==> src/rtl/pic_seq_pkg.sv <==
`timescale 1ns/1ps
package pic_seq_pkg;

   typedef enum logic [1:0] {
      SEQ_RUN  = 2'd0,
      SEQ_BASE = 2'd1,
      SEQ_CASC = 2'd2,
      SEQ_MODE = 2'd3
   } seq_state_e;

   typedef enum logic [2:0] {
      CMD_ROT_OFF = 3'd0,
      CMD_NS_CLR  = 3'd1,
      CMD_IDLE    = 3'd2,
      CMD_SP_CLR  = 3'd3,
      CMD_ROT_ON  = 3'd4,
      CMD_NS_ROT  = 3'd5,
      CMD_SET_PRI = 3'd6,
      CMD_SP_ROT  = 3'd7
   } cmd_code_e;

   localparam int unsigned BIT_START  = 4;
   localparam int unsigned BIT_STATUS = 3;

endpackage

==> src/rtl/pic_seq_init_fsm.sv <==
`timescale 1ns/1ps
module pic_seq_init_fsm
   import pic_seq_pkg::*;
(
   input  logic clk,
   input  logic rst_n,
   input  logic start,
   input  logic start_single,
   input  logic start_want_mode,
   input  logic data_wr,
   output logic busy,
   output logic base_ld,
   output logic mode_ld,
   output logic mask_ld
);

   seq_state_e state_q;
   seq_state_e state_d;
   logic       single_q;
   logic       want_mode_q;

   always_comb begin
      state_d = state_q;
      if (start) begin
         state_d = SEQ_BASE;
      end else if (data_wr) begin
         unique case (state_q)
            SEQ_BASE: state_d = !single_q   ? SEQ_CASC :
                                want_mode_q ? SEQ_MODE : SEQ_RUN;
            SEQ_CASC: state_d = want_mode_q ? SEQ_MODE : SEQ_RUN;
            SEQ_MODE: state_d = SEQ_RUN;
            default:  state_d = SEQ_RUN;
         endcase
      end
   end

   always_ff @(posedge clk or negedge rst_n) begin
      if (!rst_n) begin
         state_q     <= SEQ_RUN;
         single_q    <= 1'b0;
         want_mode_q <= 1'b0;
      end else begin
         state_q <= state_d;
         if (start) begin
            single_q    <= start_single;
            want_mode_q <= start_want_mode;
         end
      end
   end

   assign busy    = (state_q != SEQ_RUN);
   assign base_ld = data_wr && (state_q == SEQ_BASE);
   assign mode_ld = data_wr && (state_q == SEQ_MODE);
   assign mask_ld = data_wr && (state_q == SEQ_RUN);

endmodule

==> src/rtl/pic_seq_cmd_dec.sv <==
`timescale 1ns/1ps
module pic_seq_cmd_dec
   import pic_seq_pkg::*;
#(
   parameter int unsigned LINE_W = 3
) (
   input  logic              cmd_wr,
   input  logic [2:0]        cmd,
   input  logic [LINE_W-1:0] dline,
   input  logic              top_vld,
   input  logic [LINE_W-1:0] top_line,
   output logic              clr_req,
   output logic [LINE_W-1:0] clr_line,
   output logic              rot_ld,
   output logic [LINE_W-1:0] rot_val,
   output logic              raut_ld,
   output logic              raut_val
);

   localparam logic [LINE_W-1:0] ONE = LINE_W'(1);

   always_comb begin
      clr_req  = 1'b0;
      clr_line = dline;
      rot_ld   = 1'b0;
      rot_val  = dline + ONE;
      raut_ld  = 1'b0;
      raut_val = cmd[2];
      if (cmd_wr) begin
         unique case (cmd_code_e'(cmd))
            CMD_ROT_OFF, CMD_ROT_ON: raut_ld = 1'b1;
            CMD_NS_CLR, CMD_NS_ROT: begin
               clr_req  = top_vld;
               clr_line = top_line;
               rot_ld   = top_vld && cmd[2];
               rot_val  = top_line + ONE;
            end
            CMD_SP_CLR:  clr_req = 1'b1;
            CMD_SET_PRI: rot_ld  = 1'b1;
            CMD_SP_ROT: begin
               clr_req = 1'b1;
               rot_ld  = 1'b1;
            end
            default: ;
         endcase
      end
   end

endmodule

==> src/rtl/pic_seq_rd_mux.sv <==
`timescale 1ns/1ps
module pic_seq_rd_mux #(
   parameter int unsigned DATA_W = 8,
   parameter int unsigned LINES  = 8,
   parameter int unsigned LINE_W = 3
) (
   input  logic              rd_en,
   input  logic              addr_sel,
   input  logic              poll_pend,
   input  logic              read_insvc,
   input  logic [LINES-1:0]  mask,
   input  logic [LINES-1:0]  req,
   input  logic [LINES-1:0]  insvc,
   input  logic              top_req_vld,
   input  logic [LINE_W-1:0] top_req_line,
   output logic [DATA_W-1:0] rdata,
   output logic              poll_take
);

   logic [DATA_W-1:0] mask_x;
   logic [DATA_W-1:0] req_x;
   logic [DATA_W-1:0] insvc_x;
   logic [DATA_W-1:0] poll_x;

   generate
      if (LINES < DATA_W) begin : g_pad
         assign mask_x  = {{(DATA_W-LINES){1'b0}}, mask};
         assign req_x   = {{(DATA_W-LINES){1'b0}}, req};
         assign insvc_x = {{(DATA_W-LINES){1'b0}}, insvc};
      end else begin : g_full
         assign mask_x  = mask;
         assign req_x   = req;
         assign insvc_x = insvc;
      end
   endgenerate

   assign poll_x = top_req_vld ?
                   {1'b1, {(DATA_W-1-LINE_W){1'b0}}, top_req_line} : '0;

   always_comb begin
      if (!rd_en)         rdata = '0;
      else if (addr_sel)  rdata = mask_x;
      else if (poll_pend) rdata = poll_x;
      else if (read_insvc) rdata = insvc_x;
      else                rdata = req_x;
   end

   assign poll_take = rd_en && !addr_sel && poll_pend && top_req_vld;

endmodule

==> src/rtl/pic_cmd_seq.sv <==
`timescale 1ns/1ps
module pic_cmd_seq
   import pic_seq_pkg::*;
#(
   parameter int unsigned DATA_W = 8,
   parameter int unsigned LINES  = 8
) (
   input  logic                      clk,
   input  logic                      rst_n,
   input  logic                      wr_en,
   input  logic                      rd_en,
   input  logic                      addr_sel,
   input  logic [DATA_W-1:0]         wdata,
   input  logic [LINES-1:0]          req_bits,
   input  logic [LINES-1:0]          insvc_bits,
   input  logic                      top_insvc_vld,
   input  logic [$clog2(LINES)-1:0]  top_insvc_line,
   input  logic                      top_req_vld,
   input  logic [$clog2(LINES)-1:0]  top_req_line,
   output logic [DATA_W-1:0]         rdata,
   output logic [LINES-1:0]          mask_bits,
   output logic [DATA_W-1:0]         vec_base,
   output logic                      auto_clr,
   output logic                      nested_mode,
   output logic                      rot_auto,
   output logic                      special_mask,
   output logic [$clog2(LINES)-1:0]  rot_base,
   output logic                      init_start,
   output logic                      init_busy,
   output logic                      clr_vld,
   output logic [$clog2(LINES)-1:0]  clr_line,
   output logic                      poll_ack_vld,
   output logic [$clog2(LINES)-1:0]  poll_ack_line
);

   localparam int unsigned LINE_W = $clog2(LINES);
   localparam logic [DATA_W-1:0] VEC_KEEP = ~DATA_W'((1 << LINE_W) - 1);

   generate
      if (DATA_W != 8) begin : g_bad_width
         $error("pic_cmd_seq: command fields need an 8-bit data port");
      end
      if (LINES < 2 || LINES > 8 || (1 << LINE_W) != LINES) begin : g_bad_lines
         $error("pic_cmd_seq: LINES must be 2, 4 or 8");
      end
   endgenerate

   logic wr_cmd_port;
   logic wr_data_port;
   logic hit_start;
   logic hit_status;
   logic hit_cmd;

   assign wr_cmd_port  = wr_en && !addr_sel;
   assign wr_data_port = wr_en &&  addr_sel;
   assign hit_start    = wr_cmd_port &&  wdata[BIT_START];
   assign hit_status   = wr_cmd_port && !wdata[BIT_START] &&  wdata[BIT_STATUS];
   assign hit_cmd      = wr_cmd_port && !wdata[BIT_START] && !wdata[BIT_STATUS];

   logic base_ld;
   logic mode_ld;
   logic mask_ld;

   pic_seq_init_fsm u_init (
      .clk             (clk),
      .rst_n           (rst_n),
      .start           (hit_start),
      .start_single    (wdata[1]),
      .start_want_mode (wdata[0]),
      .data_wr         (wr_data_port),
      .busy            (init_busy),
      .base_ld         (base_ld),
      .mode_ld         (mode_ld),
      .mask_ld         (mask_ld)
   );

   logic              dec_clr;
   logic [LINE_W-1:0] dec_clr_line;
   logic              dec_rot_ld;
   logic [LINE_W-1:0] dec_rot_val;
   logic              dec_raut_ld;
   logic              dec_raut_val;

   pic_seq_cmd_dec #(.LINE_W(LINE_W)) u_dec (
      .cmd_wr   (hit_cmd),
      .cmd      (wdata[7:5]),
      .dline    (wdata[LINE_W-1:0]),
      .top_vld  (top_insvc_vld),
      .top_line (top_insvc_line),
      .clr_req  (dec_clr),
      .clr_line (dec_clr_line),
      .rot_ld   (dec_rot_ld),
      .rot_val  (dec_rot_val),
      .raut_ld  (dec_raut_ld),
      .raut_val (dec_raut_val)
   );

   logic [LINES-1:0]  mask_q;
   logic [DATA_W-1:0] vec_q;
   logic              aclr_q;
   logic              nest_q;
   logic              raut_q;
   logic              smask_q;
   logic              rsel_q;
   logic              poll_q;
   logic [LINE_W-1:0] rot_q;
   logic              clr_q;
   logic [LINE_W-1:0] clr_line_q;
   logic              init_q;
   logic              poll_take;

   always_ff @(posedge clk or negedge rst_n) begin
      if (!rst_n) begin
         mask_q     <= '0;
         vec_q      <= '0;
         aclr_q     <= 1'b0;
         nest_q     <= 1'b0;
         raut_q     <= 1'b0;
         smask_q    <= 1'b0;
         rsel_q     <= 1'b0;
         poll_q     <= 1'b0;
         rot_q      <= '0;
         clr_q      <= 1'b0;
         clr_line_q <= '0;
         init_q     <= 1'b0;
      end else begin
         clr_q      <= dec_clr;
         clr_line_q <= dec_clr_line;
         init_q     <= hit_start;
         if (rd_en && !addr_sel) poll_q <= 1'b0;
         if (hit_start) begin
            mask_q  <= '0;
            vec_q   <= '0;
            aclr_q  <= 1'b0;
            nest_q  <= 1'b0;
            raut_q  <= 1'b0;
            smask_q <= 1'b0;
            rsel_q  <= 1'b0;
            poll_q  <= 1'b0;
            rot_q   <= '0;
         end else begin
            if (mask_ld) mask_q <= wdata[LINES-1:0];
            if (base_ld) vec_q  <= wdata & VEC_KEEP;
            if (mode_ld) begin
               nest_q <= wdata[4];
               aclr_q <= wdata[1];
            end
            if (hit_status) begin
               poll_q <= wdata[2];
               if (wdata[1]) rsel_q  <= wdata[0];
               if (wdata[6]) smask_q <= wdata[5];
            end
            if (dec_rot_ld)  rot_q  <= dec_rot_val;
            if (dec_raut_ld) raut_q <= dec_raut_val;
         end
      end
   end

   pic_seq_rd_mux #(
      .DATA_W (DATA_W),
      .LINES  (LINES),
      .LINE_W (LINE_W)
   ) u_rd (
      .rd_en        (rd_en),
      .addr_sel     (addr_sel),
      .poll_pend    (poll_q),
      .read_insvc   (rsel_q),
      .mask         (mask_q),
      .req          (req_bits),
      .insvc        (insvc_bits),
      .top_req_vld  (top_req_vld),
      .top_req_line (top_req_line),
      .rdata        (rdata),
      .poll_take    (poll_take)
   );

   assign mask_bits     = mask_q;
   assign vec_base      = vec_q;
   assign auto_clr      = aclr_q;
   assign nested_mode   = nest_q;
   assign rot_auto      = raut_q;
   assign special_mask  = smask_q;
   assign rot_base      = rot_q;
   assign init_start    = init_q;
   assign clr_vld       = clr_q;
   assign clr_line      = clr_line_q;
   assign poll_ack_vld  = poll_take;
   assign poll_ack_line = top_req_line;

endmodule

==> config.mk <==
export PLATFORM = sky130hd
export DESIGN_NAME = pic_cmd_seq
export DESIGN_NICKNAME = d
export VERILOG_FILES = /design/src/rtl/pic_seq_pkg.sv /design/src/rtl/pic_seq_init_fsm.sv /design/src/rtl/pic_seq_cmd_dec.sv /design/src/rtl/pic_seq_rd_mux.sv /design/src/rtl/pic_cmd_seq.sv
export SDC_FILE = /design/constraint.sdc
export NUM_CORES = 1
export LEC_CHECK = 0
export BUFFER_PORTS_ARGS = -buffer_cell sky130_fd_sc_hd__buf_2
export CORE_ASPECT_RATIO = 2
export CORE_MARGIN = 4
export CORE_UTILIZATION = 30
export DETAILED_ROUTE_END_ITERATION = 8
export PLACE_DENSITY = 0.55
export SLEW_MARGIN = 20
export SYNTH_ARGS = -nofsm -noshare
export SYNTH_HDL_FRONTEND = slang
export SYNTH_SLANG_ARGS = --single-unit
==> constraint.sdc <==
create_clock -name clk -period 1.6 [get_ports clk]
set_input_delay 0.16 -clock clk [delete_from_list [all_inputs] [get_ports clk]]
set_output_delay 0.16 -clock clk [all_outputs]
set_load 0.01 [all_outputs]
[Yosys cells after proc, flatten, opt, wreduce, memory -nomap -nowiden]
Index checks and enable logic that the tools add are counted.
Widths: inputs -> output; s select.
Storage, ports and cells
  register bits after elaboration: 34
  input bits: 37
  output and inout bits: 41
Cells by class
  $add $sub $neg: 2
  equality and inequality tests: 9
  multiplexer cells: 41
  reduce and logical (&&, ||, !) cells: 35
Operators by type and width (number)
  $mux 8: 9
  $reduce_bool 2->1: 10
  $mux 1: 19
  $mux 3: 6
  $logic_and 1x1->1: 13
  $eq 3x3->1 const B: 4
  $mux 2: 4
  $reduce_or 2->1: 4
  $add 3x1->3 const B: 2
  $eq 2x2->1 const B: 2
  $pmux 1 s2: 2
  $pmux 2 s2: 1
  $reduce_and 2->1: 2
  $eq 3x1->1 const B: 1
  $eq 3x2->1 const B: 1
  $logic_not 1->1: 3
  $logic_not 3->1: 1
  $reduce_bool 3->1: 1
  $eq 2x1->1 const B: 1
  $logic_not 2->1: 1

[Longest topological paths before layout]
Gate-level depths: netlist of the first run.
  depth after elaboration: 7
  depth in mapped cells: 6
  gate-level depth less buffers: 5

[Cells and area by module]
A second synthesis of the first run with hierarchy kept.
Unflattened totals
  cell total of the unflattened synthesis: 172
  area total of the unflattened synthesis: 1869.3 um^2
By module, submodules not included
  pic_cmd_seq: times used 1, cells each 91, area each 1134.8 um^2, sequential area each 675.6 um^2
  pic_seq_rd_mux: times used 1, cells each 39, area each 286.5 um^2, sequential area each 0.0 um^2
  pic_seq_init_fsm: times used 1, cells each 25, area each 267.8 um^2, sequential area each 100.1 um^2
  pic_seq_cmd_dec: times used 1, cells each 17, area each 180.2 um^2, sequential area each 0.0 um^2

[Worst setup path before layout of the first run]
No wires, ideal clock.
  path kind: flip-flop to flip-flop
  start point: register u_init.state_q[0]
  end point: register mask_q[2] (netlist: mask_bits[2])
  library setup time: 0.121 ns
  data arrival time: 1.372 ns
  setup slack: 0.107 ns
  stages on the path, launching flop included: 7
  buffers on the path: 1
  period minus slack after synthesis: 1.493 ns
  cell sequence: dfrtp_1 -> inv_1 -> ha_1 -> and3_1 -> clkbuf_1 -> nor2_1 -> a22o_1
On the way
  cells in the longest elaborated chain, start to end: 3
Ends and longest elaborated chain
  from (decl): line pic_seq_init_fsm.sv:17  | seq_state_e state_q;
  from (signal assigned): line pic_seq_init_fsm.sv:43  | state_q <= state_d;
  $logic_not 2->1: line pic_seq_init_fsm.sv:54  | assign mask_ld = data_wr && (state_q == SEQ_RUN);
  $logic_and 1x1->1: line pic_seq_init_fsm.sv:54
  $reduce_bool 2->1 (no source line)
  to (signal assigned): line pic_cmd_seq.sv:142  | if (mask_ld) mask_q <= wdata[LINES-1:0];
  to (decl): line pic_cmd_seq.sv:98  | logic [LINES-1:0] mask_q;
Every way passes these cells.
A chain may end at the register's enable or synchronous reset.

[Worst setup path after layout of the first run]
  start point: register rsel_q
  end point: output rdata[2]
On the way
  cells in the longest elaborated chain, start to end: 4
Ends and longest elaborated chain
  from (decl): line pic_cmd_seq.sv:104  | logic rsel_q;
  from (signal assigned): line pic_cmd_seq.sv:150  | if (wdata[1]) rsel_q <= wdata[0];
  $mux 8: line pic_seq_rd_mux.sv:44  | else if (read_insvc) rdata = insvc_x;
  $mux 8: line pic_seq_rd_mux.sv:43  | else if (poll_pend) rdata = poll_x;
  $mux 8: line pic_seq_rd_mux.sv:42  | else if (addr_sel) rdata = mask_x;
  $mux 8: line pic_seq_rd_mux.sv:41  | if (!rd_en) rdata = '0;
  to (decl): line pic_cmd_seq.sv:20  | output logic [DATA_W-1:0] rdata,
Every way passes these cells.

==> insert_results.sql, run 1 <==
INSERT INTO impl_metrics (metric_group, metric, value, unit) VALUES
('floorplanning', 'initial_util', '0.311', ''),
('worst_setup_path', 'cp.buffers_inverters', '1', ''),
('cts', 'clk_root_buffer_cell', 'clkbuf_16', ''),
('layout', 'multi_input_comb_area', '971', 'sq um'),
('sta', 'max_clock_freq', '0.623', 'GHz'),
('worst_setup_path', 'setup.worst_path.start_class', 'flop', ''),
('sta', 'minimum_clock_period_after_layout', '1600', 'ps'),
('power', 'power.density_cell_area', '1020', 'nW/um^2'),
('drt', 'average_routed_wire_per_standard_cell', '15.2', 'microns'),
('worst_setup_path', 'worst_ep_arrival_time', '1440', 'ps'),
('global_routing', 'wire_length_of_the_first_global_routing_pass', '9110', 'microns'),
('yosys', 'post-synth-top-area-fraction', '0.412', ''),
('drt', 'dr_total_vias', '1714', ''),
('sta', 'grt_setup_unrepaired', 'true', ''),
('power', 'max-vdd-ir-drop', '0.635', 'mV'),
('sta', 'final_critical_path_setup_slack', '-4.62', 'ps'),
('cts', 'cts_buffers', '5', ''),
('placed_design', 'placed_cell_area', '2350', 'sq um'),
('global_routing', 'grt_antenna_before_repair', '0', ''),
('sta', 'worst_slew_margin_rel', '0.527', ''),
('worst_setup_path', 'path_delay_family', 'flip-flops', ''),
('layout', 'finish.instance_area', '2520', 'sq um'),
('sta', 'worst_slew_pin_slew', '709', 'ps'),
('floorplanning', 'die_h', '120', 'microns'),
('yosys', 'synth_async_sr_flop_share', '1.00', ''),
('yosys', 'synth_largest_area_cell', 'dfrtp_1', ''),
('worst_setup_path', 'max_stage_delay', '450', 'ps'),
('sta', 'fin_worst_skew', '4.18', 'ps'),
('worst_setup_path', 'path_class', 'flop to primary output', ''),
('yosys', 'postSynthCellCount', '199', ''),
('global_routing', 'grt_overflow_total', '0', ''),
('yosys', 'synth.distinct_cells', '39', ''),
('run_status', 'status', 'finished with violations', ''),
('sta', 'drv_slew', '0', ''),
('cts', 'cts_sinks', '31', ''),
('layout', 'num-nets-final', '318', ''),
('worst_setup_path', 'cp_data_required_time', '1440', 'ps'),
('yosys', 'yosysMostFrequentCell', 'dfrtp_1', ''),
('cts', 'clk_pin_slew', '50', 'ps'),
('power', 'static-leakage-power', '1.24', 'nW'),
('layout', 'syn2layout_area_growth', '33.7', '%'),
('yosys', 'netlist_top_cells_count', 'dfrtp_1, o21ai_0, inv_1, nand3_1, nand2_1', ''),
('drt', 'vias_per_cell', '4.79', ''),
('yosys', 'netlist_area', '1880', 'sq um'),
('placed_design', 'port_buffers', '74', ''),
('layout', 'final-seq-area', '777', 'sq um'),
('drt', 'detail_route.first_pass.iterations', '4', ''),
('drt', 'drc', '0', ''),
('job', 'cap_viol_max_count', '0', ''),
('global_routing', 'grt_max_degree', '32', ''),
('floorplanning', 'core_area', '6060', 'sq um'),
('yosys', 'yosys_most_used_dff', 'dfrtp_1', ''),
('sta', 'fin_crit_sh', '1.00', ''),
('sta', 'final-hold-violation-count', '0', ''),
('run_status', 'violated_checks', 'negative setup slack', ''),
('yosys', 'synth.ff_latch_count', '31', ''),
('global_routing', 'grt_use_total', '0.153', ''),
('yosys', 'synth.yosys.warnings', '0', ''),
('yosys', 'seq_area_frac_synth', '0.412', ''),
('sta', 'timing.final.setup_violations', '2', ''),
('drt', 'count_of_routing_violations_after_the_opening_detailed_route_iteration', '56', ''),
('cts', 'tritoncts', 'built', ''),
('floorplanning', 'io_pins', '78', ''),
('yosys', 'top_cells_by_area_in_the_synthesized_netlist', 'dfrtp_1, a22o_1, mux2_2, mux2i_1, o21ai_0', ''),
('layout', 'postLayoutCoreUtil', '0.416', ''),
('min_path', 'timing.hold.worst.class', 'input port to flop', ''),
('yosys', 'syn-mean-instance-area', '9.46', 'sq um'),
('cts', 'cts.path.max_buffers', '2', ''),
('cts', 'clock_insertion_delay_worst_skew', '270', 'ps'),
('placed_design', 'pre_cts_slack', '91.2', 'ps'),
('placed_design', 'globalplace.congestion', '0.790', '');
[per-layer routing]
metal  part of all wire  up-vias  wire length, microns  GRT usage
met5                  0        -                     0          0
met4              0.023        0                   128     0.0650
met3              0.047        9                   256     0.0309
met2               0.56       49                  3050      0.297
met1               0.37      816                  2030      0.148
li1                   -      840                     -          -
[through the flow]
| step | total power [mW] | TNS [ps] | std cells |
|---|---|---|---|
| detailed placement | 1.70 | 0 | 350 |
| finish | 2.56 | -7.02 | 358 |
| floorplan | 1.40 | 0 | 201 |
| CTS | 2.58 | -71.8 | 358 |
| global placement | 1.69 | 0 | 350 |
| global route | 2.71 | -542 | 358 |
[logic make-up after synthesis]
family,Yosys count,synth area share
xor+xnor,2,0.00930
fa+ha+maj,6,0.0399
other cells,1,0.00199
compound gates,48,0.165
flops,31,0.412
mux,20,0.113
buf+inv,34,0.0857
simple gates,57,0.173
[registers in the layout, summed over array words and instances, names as in the netlist, 2 cells and up]
register and flops:
u_init.state_q 2, rot_base 3, vec_base 5, mask_bits 8, clr_line 3
[final timing paths]
path	start	to	slack, ps	cells past startpoint
min	top_insvc_line[1]	clr_line[1]	130	2
min in group asynchronous	rst_n	special_mask	480	2
max reg2reg	u_init.state_q[0]	mask_bits[5]	170	5
max in group asynchronous	rst_n	rsel_q	620	2
min reg2reg	u_init.want_mode_q	u_init.want_mode_q	520	2
max	rsel_q	rdata[2]	-5	4
[cells in the final DEF, fill, tap and decap left out, types with 3 or more instances in the layout]
master | Yosys | layout
mux2i_1 | 10 | 9
clkbuf_16 | 0 | 5
nand3_1 | 15 | 15
buf_2 | 3 | 74
nor2b_1 | 5 | 5
a22oi_1 | 5 | 3
ha_1 | 6 | 6
a21oi_1 | 6 | 6
a22o_1 | 12 | 12
inv_1 | 15 | 15
o21ai_0 | 18 | 18
conb_1 | 1 | 3
buf_4 | 6 | 9
nor2_1 | 8 | 7
dfrtp_1 | 31 | 30
mux2_2 | 9 | 9
nand2_1 | 14 | 14
[power by group]
part / switching, mW / total, mW / internal (mW)
registers: 0.101 / 1.01 / 0.908
clock network: 0.310 / 0.867 / 0.557
logic: 0.359 / 0.684 / 0.324
[area by class of cell]
| type | instances | share of cell area |
|---|---|---|
| multi-input combinational | 136 | 0.386 |
| sequential | 31 | 0.309 |
| timing repair buffer | 86 | 0.190 |
| clock buffer | 6 | 0.0512 |
| tap | 84 | 0.0417 |
| inverter | 15 | 0.0224 |
[timing repair]
item | CTS | global route
pin swaps | 0 | 2
setup buffers | 1 | 0
gates resized for setup | 2 | 5
hold buffers | 1 | 0
endpoints found under the hold margin | 31 | 0
endpoints found under the setup margin | 8 | 12
(Power assumes the default switching activity.)
==> inputs of run 2 (changes only) <==
- CTS_CLUSTER_DIAMETER: default -> 100
- PLACE_DENSITY: 0.55 -> 0.59
==> insert_results.sql, run 2 (synthesis results as in run 1) <==
INSERT INTO impl_metrics (metric_group, metric, value, unit) VALUES
('cts', 'clock_tree.htree_level_count', '2', ''),
('global_routing', 'grt_max_degree', '32', ''),
('drt', 'antenna_violating_nets_post_route', '0', ''),
('layout', 'finish.instance_area', '2510', 'sq um'),
('global_routing', 'number_of_global_route_vias_before_repair', '1762', ''),
('power', 'power.net_switching', '790', 'uW'),
('sta', 'drv_slew', '0', ''),
('power', 'power.combinational.fraction', '0.262', ''),
('min_path', 'timing.hold.worst.class', 'input port to flop', ''),
('sta', 'timing.final.setup_violations', '0', ''),
('sta', 'max_clock_freq', '0.628', 'GHz'),
('job', 'cap_viol_max_count', '0', ''),
('cts', 'clk_root_buffer_cell', 'clkbuf_16', ''),
('power', 'p_int', '1.80', 'mW'),
('layout', 'postLayoutCoreUtil', '0.415', ''),
('power', 'max-vdd-ir-drop', '0.541', 'mV'),
('worst_setup_path', 'crit_fanout', '7', ''),
('cts', 'cts_buffers', '5', ''),
('drt', 'average_routed_wire_per_standard_cell', '15.3', 'microns'),
('power', 'sequential_power_share', '0.389', ''),
('floorplanning', 'rows', '40', ''),
('floorplanning', 'core_area', '6060', 'sq um'),
('floorplanning', 'die_h', '120', 'microns'),
('layout', 'largest_reg_flops', '8', ''),
('layout', 'antenna-diode-count', '0', ''),
('drt', 'drc', '0', ''),
('placed_design', 'port_buffers', '74', ''),
('worst_setup_path', 'r2r_slack', '150', 'ps'),
('sta', 'grt_setup_unrepaired', 'true', ''),
('floorplanning', 'io_pins', '78', ''),
('worst_setup_path', 'setup.worst_path.start_class', 'flop', ''),
('min_path', 'whs_path_depth', '2', ''),
('global_routing', 'grt_antenna_before_repair', '0', ''),
('sta', 'minimum_clock_period_after_layout', '1590', 'ps'),
('worst_setup_path', 'cp_data_required_time', '1440', 'ps'),
('global_routing', 'grt_use_total', '0.152', ''),
('layout', 'drive_above_1_share', '0.391', ''),
('cts', 'clock_insertion_delay_worst_skew', '280', 'ps'),
('layout', 'mostFrequentLayoutCell', 'buf_2', ''),
('power', 'sw_frac_of_total', '0.305', ''),
('drt', 'count_of_routing_violations_after_the_opening_detailed_route_iteration', '53', ''),
('placed_design', 'globalplace.congestion', '0.759', ''),
('sta', 'fin_worst_skew', '3.94', 'ps'),
('sta', 'final-hold-violation-count', '0', ''),
('min_path', 'min_to', 'clr_line[1]', ''),
('worst_setup_path', 'crit_slowest_cell', 'dfrtp_2', ''),
('worst_setup_path', 'kind_of_capture_point_of_the_worst_setup_path', 'primary output', ''),
('power', 'static-leakage-power', '1.24', 'nW'),
('drt', 'detail_route.first_pass.iterations', '4', ''),
('floorplanning', 'initial_util', '0.311', ''),
('worst_setup_path', 'worst_r2r_dst', 'mask_bits[3]', ''),
('worst_setup_path', 'worst_ep_arrival_time', '1430', 'ps'),
('drt', 'drt-total-wl', '5510', 'microns'),
('placed_design', 'placed_cell_area', '2350', 'sq um'),
('cts', 'cts.path.max_buffers', '2', ''),
('worst_setup_path', 'max_stage_delay', '450', 'ps'),
('power', 'clock_group_share_of_total_power', '0.349', ''),
('sta', 'final_critical_path_setup_slack', '7.04', 'ps'),
('placed_design', 'dp.final_hpwl', '4240', 'microns'),
('worst_setup_path', 'path_cells', 'mux2_2, a22oi_1, a21boi_1, buf_2', ''),
('floorplanning', 'design.die.area', '7680', 'sq um'),
('sta', 'worst_slew_pin_slew', '703', 'ps'),
('cts', 'cts_sinks', '31', ''),
('power', 'finalPower', '2.59', 'mW'),
('cts', 'tritoncts', 'built', ''),
('min_path', 'min-delay-start', 'top_insvc_line[1]', ''),
('drt', 'vias_per_cell', '4.77', ''),
('sta', 'fin_crit_sh', '0.996', ''),
('sta', 'worst_slew_margin_rel', '0.531', ''),
('drt', 'dr_total_vias', '1717', ''),
('layout', 'layout.cells.most_common_list', 'buf_2, dfrtp_1, o21ai_0', ''),
('power', 'power.density_cell_area', '1030', 'nW/um^2'),
('layout', 'num-nets-final', '318', ''),
('layout', 'syn2layout_area_growth', '33.6', '%'),
('cts', 'clk_pin_slew', '50', 'ps'),
('global_routing', 'wire_length_of_the_first_global_routing_pass', '8940', 'microns'),
('layout', 'fillCellCount', '614', ''),
('worst_setup_path', 'path_class', 'flop to primary output', ''),
('worst_setup_path', 'reg2regPathDepth', '5', ''),
('worst_setup_path', 'regToRegStartpoint', 'u_init.state_q[0]', ''),
('floorplanning', 'die_width', '64.0', 'microns'),
('global_routing', 'grt_overflow_total', '0', ''),
('placed_design', 'pre_cts_slack', '102', 'ps'),
('run_status', 'status', 'completed', '');
run 2: changes by cell type in the layout (fill, tap and decap cells not counted), sizes merged:
| cell | delta |
|---|---|
| clkbuf | +1 |
| clkinv | +1 |
run 2: cell type report:
cell class | count | area [sq um] | area share
Multi-Input combinational cell | 136 | 960 | 0.382
Sequential cell | 31 | 777 | 0.309
Timing Repair Buffer | 86 | 479 | 0.191
Clock buffer | 7 | 133 | 0.0527
Tap cell | 84 | 105 | 0.0418
Inverter | 15 | 56.3 | 0.0224
Clock inverter | 1 | 5.00 | 0.00199
run 2: worst max-delay path, delay by kind of cell, from the launching register on:
kind,cells,cell delay [ps]
flops,1,450
buf+inv,1,140
compound gates,2,210
mux,1,350
run 2: what timing repair did:
item | CTS | global route
endpoints found under the setup margin | 8 | 13
resized for setup | 1 | 4
hold buffers | 1 | 0
setup buffers | 0 | 1
hold endpoints to repair | 31 | 0
run 2: stage by stage:
stage                     std cells  setup TNS (ps)  hold WS (ps)
after floorplan                 201               0          -136
after global placement          350               0           255
after CTS                       359           -37.1           120
final                           360               0           124
after global routing            360            -498           117
after detailed placement        350               0           263
run 2: routing by layer:
layer	wire length, microns	track usage
met1	1940	0.150
met2	3150	0.289
met3	302	0.0356
met4	124	0.0650
met5	0	0
run 2: power groups by stage:
stage,Clock (mW),Sequential (mW),Combinational [mW]
finish,0.904,1.01,0.680
global placement,0,1.02,0.673
detailed placement,0,1.02,0.681
global route,0.958,1.03,0.765
CTS,0.924,1.01,0.686
floorplan,0,1.05,0.350
run 2: worst max path at each step:
stage / startpoint / endpoint
finish: rsel_q / rdata[2]
detailed placement: u_init.state_q[0] / mask_bits[3]
floorplan: u_init.state_q[0] / mask_bits[2]
global placement: u_init.state_q[0] / mask_bits[5]
global route: rsel_q / rdata[1]
CTS: rsel_q / rdata[1]
==> inputs of run 3 (changes only) <==
--- a/config.mk
+++ b/config.mk
@@ -13,2 +13,3 @@
 export DETAILED_ROUTE_END_ITERATION = 8
+export GPL_TIMING_DRIVEN = 0
 export PLACE_DENSITY = 0.59
==> constraint.sdc (replaced) <==
create_clock -name clk -period 1.6 [get_ports clk]
set_input_delay 0 -clock clk [delete_from_list [all_inputs] [get_ports clk]]
set_output_delay 0 -clock clk [all_outputs]
set_load 0.01 [all_outputs]
==> insert_results.sql, run 3 (synthesis results as in run 1) <==
INSERT INTO impl_metrics (metric_group, metric, value, unit) VALUES
('run_status', 'status', 'finished with violations', ''),
('run_status', 'violated_checks', 'negative hold slack', ''),
('sta', 'final.setup.tns', '0', 'ps'),
('layout', 'drive_above_1_share', '0.376', ''),
('sta', 'max_clock_freq', '0.663', 'GHz'),
('drt', 'dr_total_vias', '1706', ''),
('sta', 'minimum_clock_period_after_layout', '1510', 'ps'),
('sta', 'timing.final.setup_violations', '0', ''),
('floorplanning', 'core_area', '6060', 'sq um'),
('floorplanning', 'rows', '40', ''),
('worst_setup_path', 'worst_ep_arrival_time', '1510', 'ps'),
('global_routing', 'wire_length_of_the_first_global_routing_pass', '8420', 'microns'),
('job', 'cap_viol_max_count', '0', ''),
('cts', 'clock_tree.htree_level_count', '2', ''),
('power', 'static-leakage-power', '1.25', 'nW'),
('global_routing', 'grt_antenna_before_repair', '0', ''),
('power', 'power.density_cell_area', '1040', 'nW/um^2'),
('global_routing', 'grt_overflow_total', '0', ''),
('drt', 'route.top_layer_used', 'met4', ''),
('global_routing', 'number_of_global_route_vias_before_repair', '1699', ''),
('drt', 'antenna_violating_nets_post_route', '0', ''),
('floorplanning', 'die_h', '120', 'microns'),
('power', 'max-vdd-ir-drop', '0.599', 'mV'),
('cts', 'clk_root_buffer_cell', 'clkbuf_16', ''),
('floorplanning', 'die_width', '64.0', 'microns'),
('sta', 'fin_worst_hold_slack', '-1.13', 'ps'),
('drt', 'detail_route.first_pass.iterations', '5', ''),
('floorplanning', 'io_pins', '78', ''),
('cts', 'post_cts.repair.setup_buffers', '0', ''),
('cts', 'cts_buffers', '5', ''),
('sta', 'grt_setup_unrepaired', 'false', ''),
('sta', 'final-hold-violation-count', '1', ''),
('floorplanning', 'initial_util', '0.311', ''),
('sta', 'worst_slew_pin_slew', '719', 'ps'),
('layout', 'mostFrequentLayoutCell', 'buf_2', ''),
('drt', 'count_of_routing_violations_after_the_opening_detailed_route_iteration', '56', ''),
('min_path', 'timing.hold.worst.class', 'input port to flop', ''),
('worst_setup_path', 'cp_data_required_time', '1600', 'ps'),
('layout', 'postLayoutCoreUtil', '0.420', ''),
('worst_setup_path', 'path_class', 'flop to primary output', ''),
('placed_design', 'place_inst', '356', ''),
('global_routing', 'grt_max_degree', '32', ''),
('cts', 'clock_insertion_delay_worst_skew', '270', 'ps'),
('drt', 'drt-total-wl', '5330', 'microns'),
('worst_setup_path', 'setup.worst_path.start_class', 'flop', ''),
('layout', 'num-nets-final', '324', ''),
('floorplanning', 'design.die.area', '7680', 'sq um'),
('layout', 'antenna-diode-count', '0', ''),
('sta', 'fin_crit_sh', '0.942', ''),
('cts', 'tritoncts', 'built', ''),
('sta', 'fin_worst_skew', '3.51', 'ps'),
('layout', 'syn2layout_area_growth', '35.1', '%'),
('drt', 'vias_per_cell', '4.66', ''),
('layout', 'fin_cells', '366', ''),
('layout', 'layout.cells.most_common_list', 'buf_2, dfrtp_1, o21ai_0', ''),
('drt', 'met1Wirelength', '1960', 'microns'),
('cts', 'cts_sinks', '31', ''),
('layout', 'largest_reg_flops', '8', ''),
('sta', 'drv_slew', '0', ''),
('cts', 'cts.path.max_buffers', '2', ''),
('drt', 'drc', '0', ''),
('drt', 'route.met2.wl', '3040', 'microns'),
('sta', 'worst_slew_margin_rel', '0.517', ''),
('cts', 'clk_pin_slew', '50', 'ps'),
('drt', 'average_routed_wire_per_standard_cell', '14.6', 'microns'),
('worst_setup_path', 'crit_fanout', '9', ''),
('worst_setup_path', 'kind_of_capture_point_of_the_worst_setup_path', 'primary output', ''),
('drt', 'route.met3.wl', '229', 'microns'),
('global_routing', 'grt_use_total', '0.142', ''),
('placed_design', 'dp.final_hpwl', '4140', 'microns'),
('placed_design', 'port_buffers', '71', ''),
('power', 'finalPower', '2.65', 'mW'),
('placed_design', 'globalplace.congestion', '0.801', '');
[run 3: cell count changes in the layout (fill, tap and decap cells not counted), sizes merged]
| cell | before | now |
|---|---|---|
| buf | 85 | 81 |
| clkbuf | 7 | 16 |
| clkinv | 1 | 0 |
| dlygate4sd3 | 1 | 3 |
[run 3: layout make-up]
class                   instances  area (sq um)
well taps                      84           105
clock buffers                   8           156
inverters                      15          56.3
flip-flops and latches         31           776
multi-input cells             136           960
plain buffers                  18           105
repair buffers                 74           385
fillers                       630          3510
[run 3: report_power, final]
| group | total [mW] | switching (mW) | internal (mW) | leakage, nW |
|---|---|---|---|---|
| Clock | 0.974 | 0.313 | 0.660 | 0.0772 |
| Combinational | 0.681 | 0.363 | 0.318 | 0.777 |
| Sequential | 0.997 | 0.0892 | 0.908 | 0.400 |
[run 3: routing by layer]
layer / global-route usage / vias to the layer above
li1: - / 854
met1: 0.140 / 801
met2: 0.271 / 46
met3: 0.0290 / 5
met4: 0.0690 / 0
met5: 0 / -
[run 3: final timing paths]
check                              startpoint            endpoint  slack, ps  cells past startpoint
setup reg to reg            u_init.state_q[0]        mask_bits[6]        150                      5
max in group asynchronous               rst_n         nested_mode        830                      2
min in group asynchronous               rst_n         clr_line[0]        310                      2
hold reg to reg            u_init.want_mode_q  u_init.want_mode_q        510                      2
setup / recovery                       poll_q            rdata[2]         90                      5
hold / removal              top_insvc_line[0]         clr_line[0]         -1                      2
[run 3: timing repair]
item                                    4_1_cts  5_1_grt
gates resized for setup                       2        4
endpoints found under the hold margin        33        0
hold buffers                                  3        0
endpoints found under the setup margin        8       12
gates cloned                                  0        0
[run 3: stage by stage]
step / setup slack, ps / instance area [sq um]
after detailed placement: -135 / 2350
after global placement: -111 / 2350
after global routing: 3.51 / 2540
after floorplan: 107 / 1890
after CTS: 42.2 / 2540
final: 92.2 / 2540
[run 3: critical path, stage by stage (launching register included)]
cell and delay (ps):
dfrtp_1 350, clkbuf_1 210, nor2_2 260, a22oi_1 90
a21boi_0 170, buf_2 150
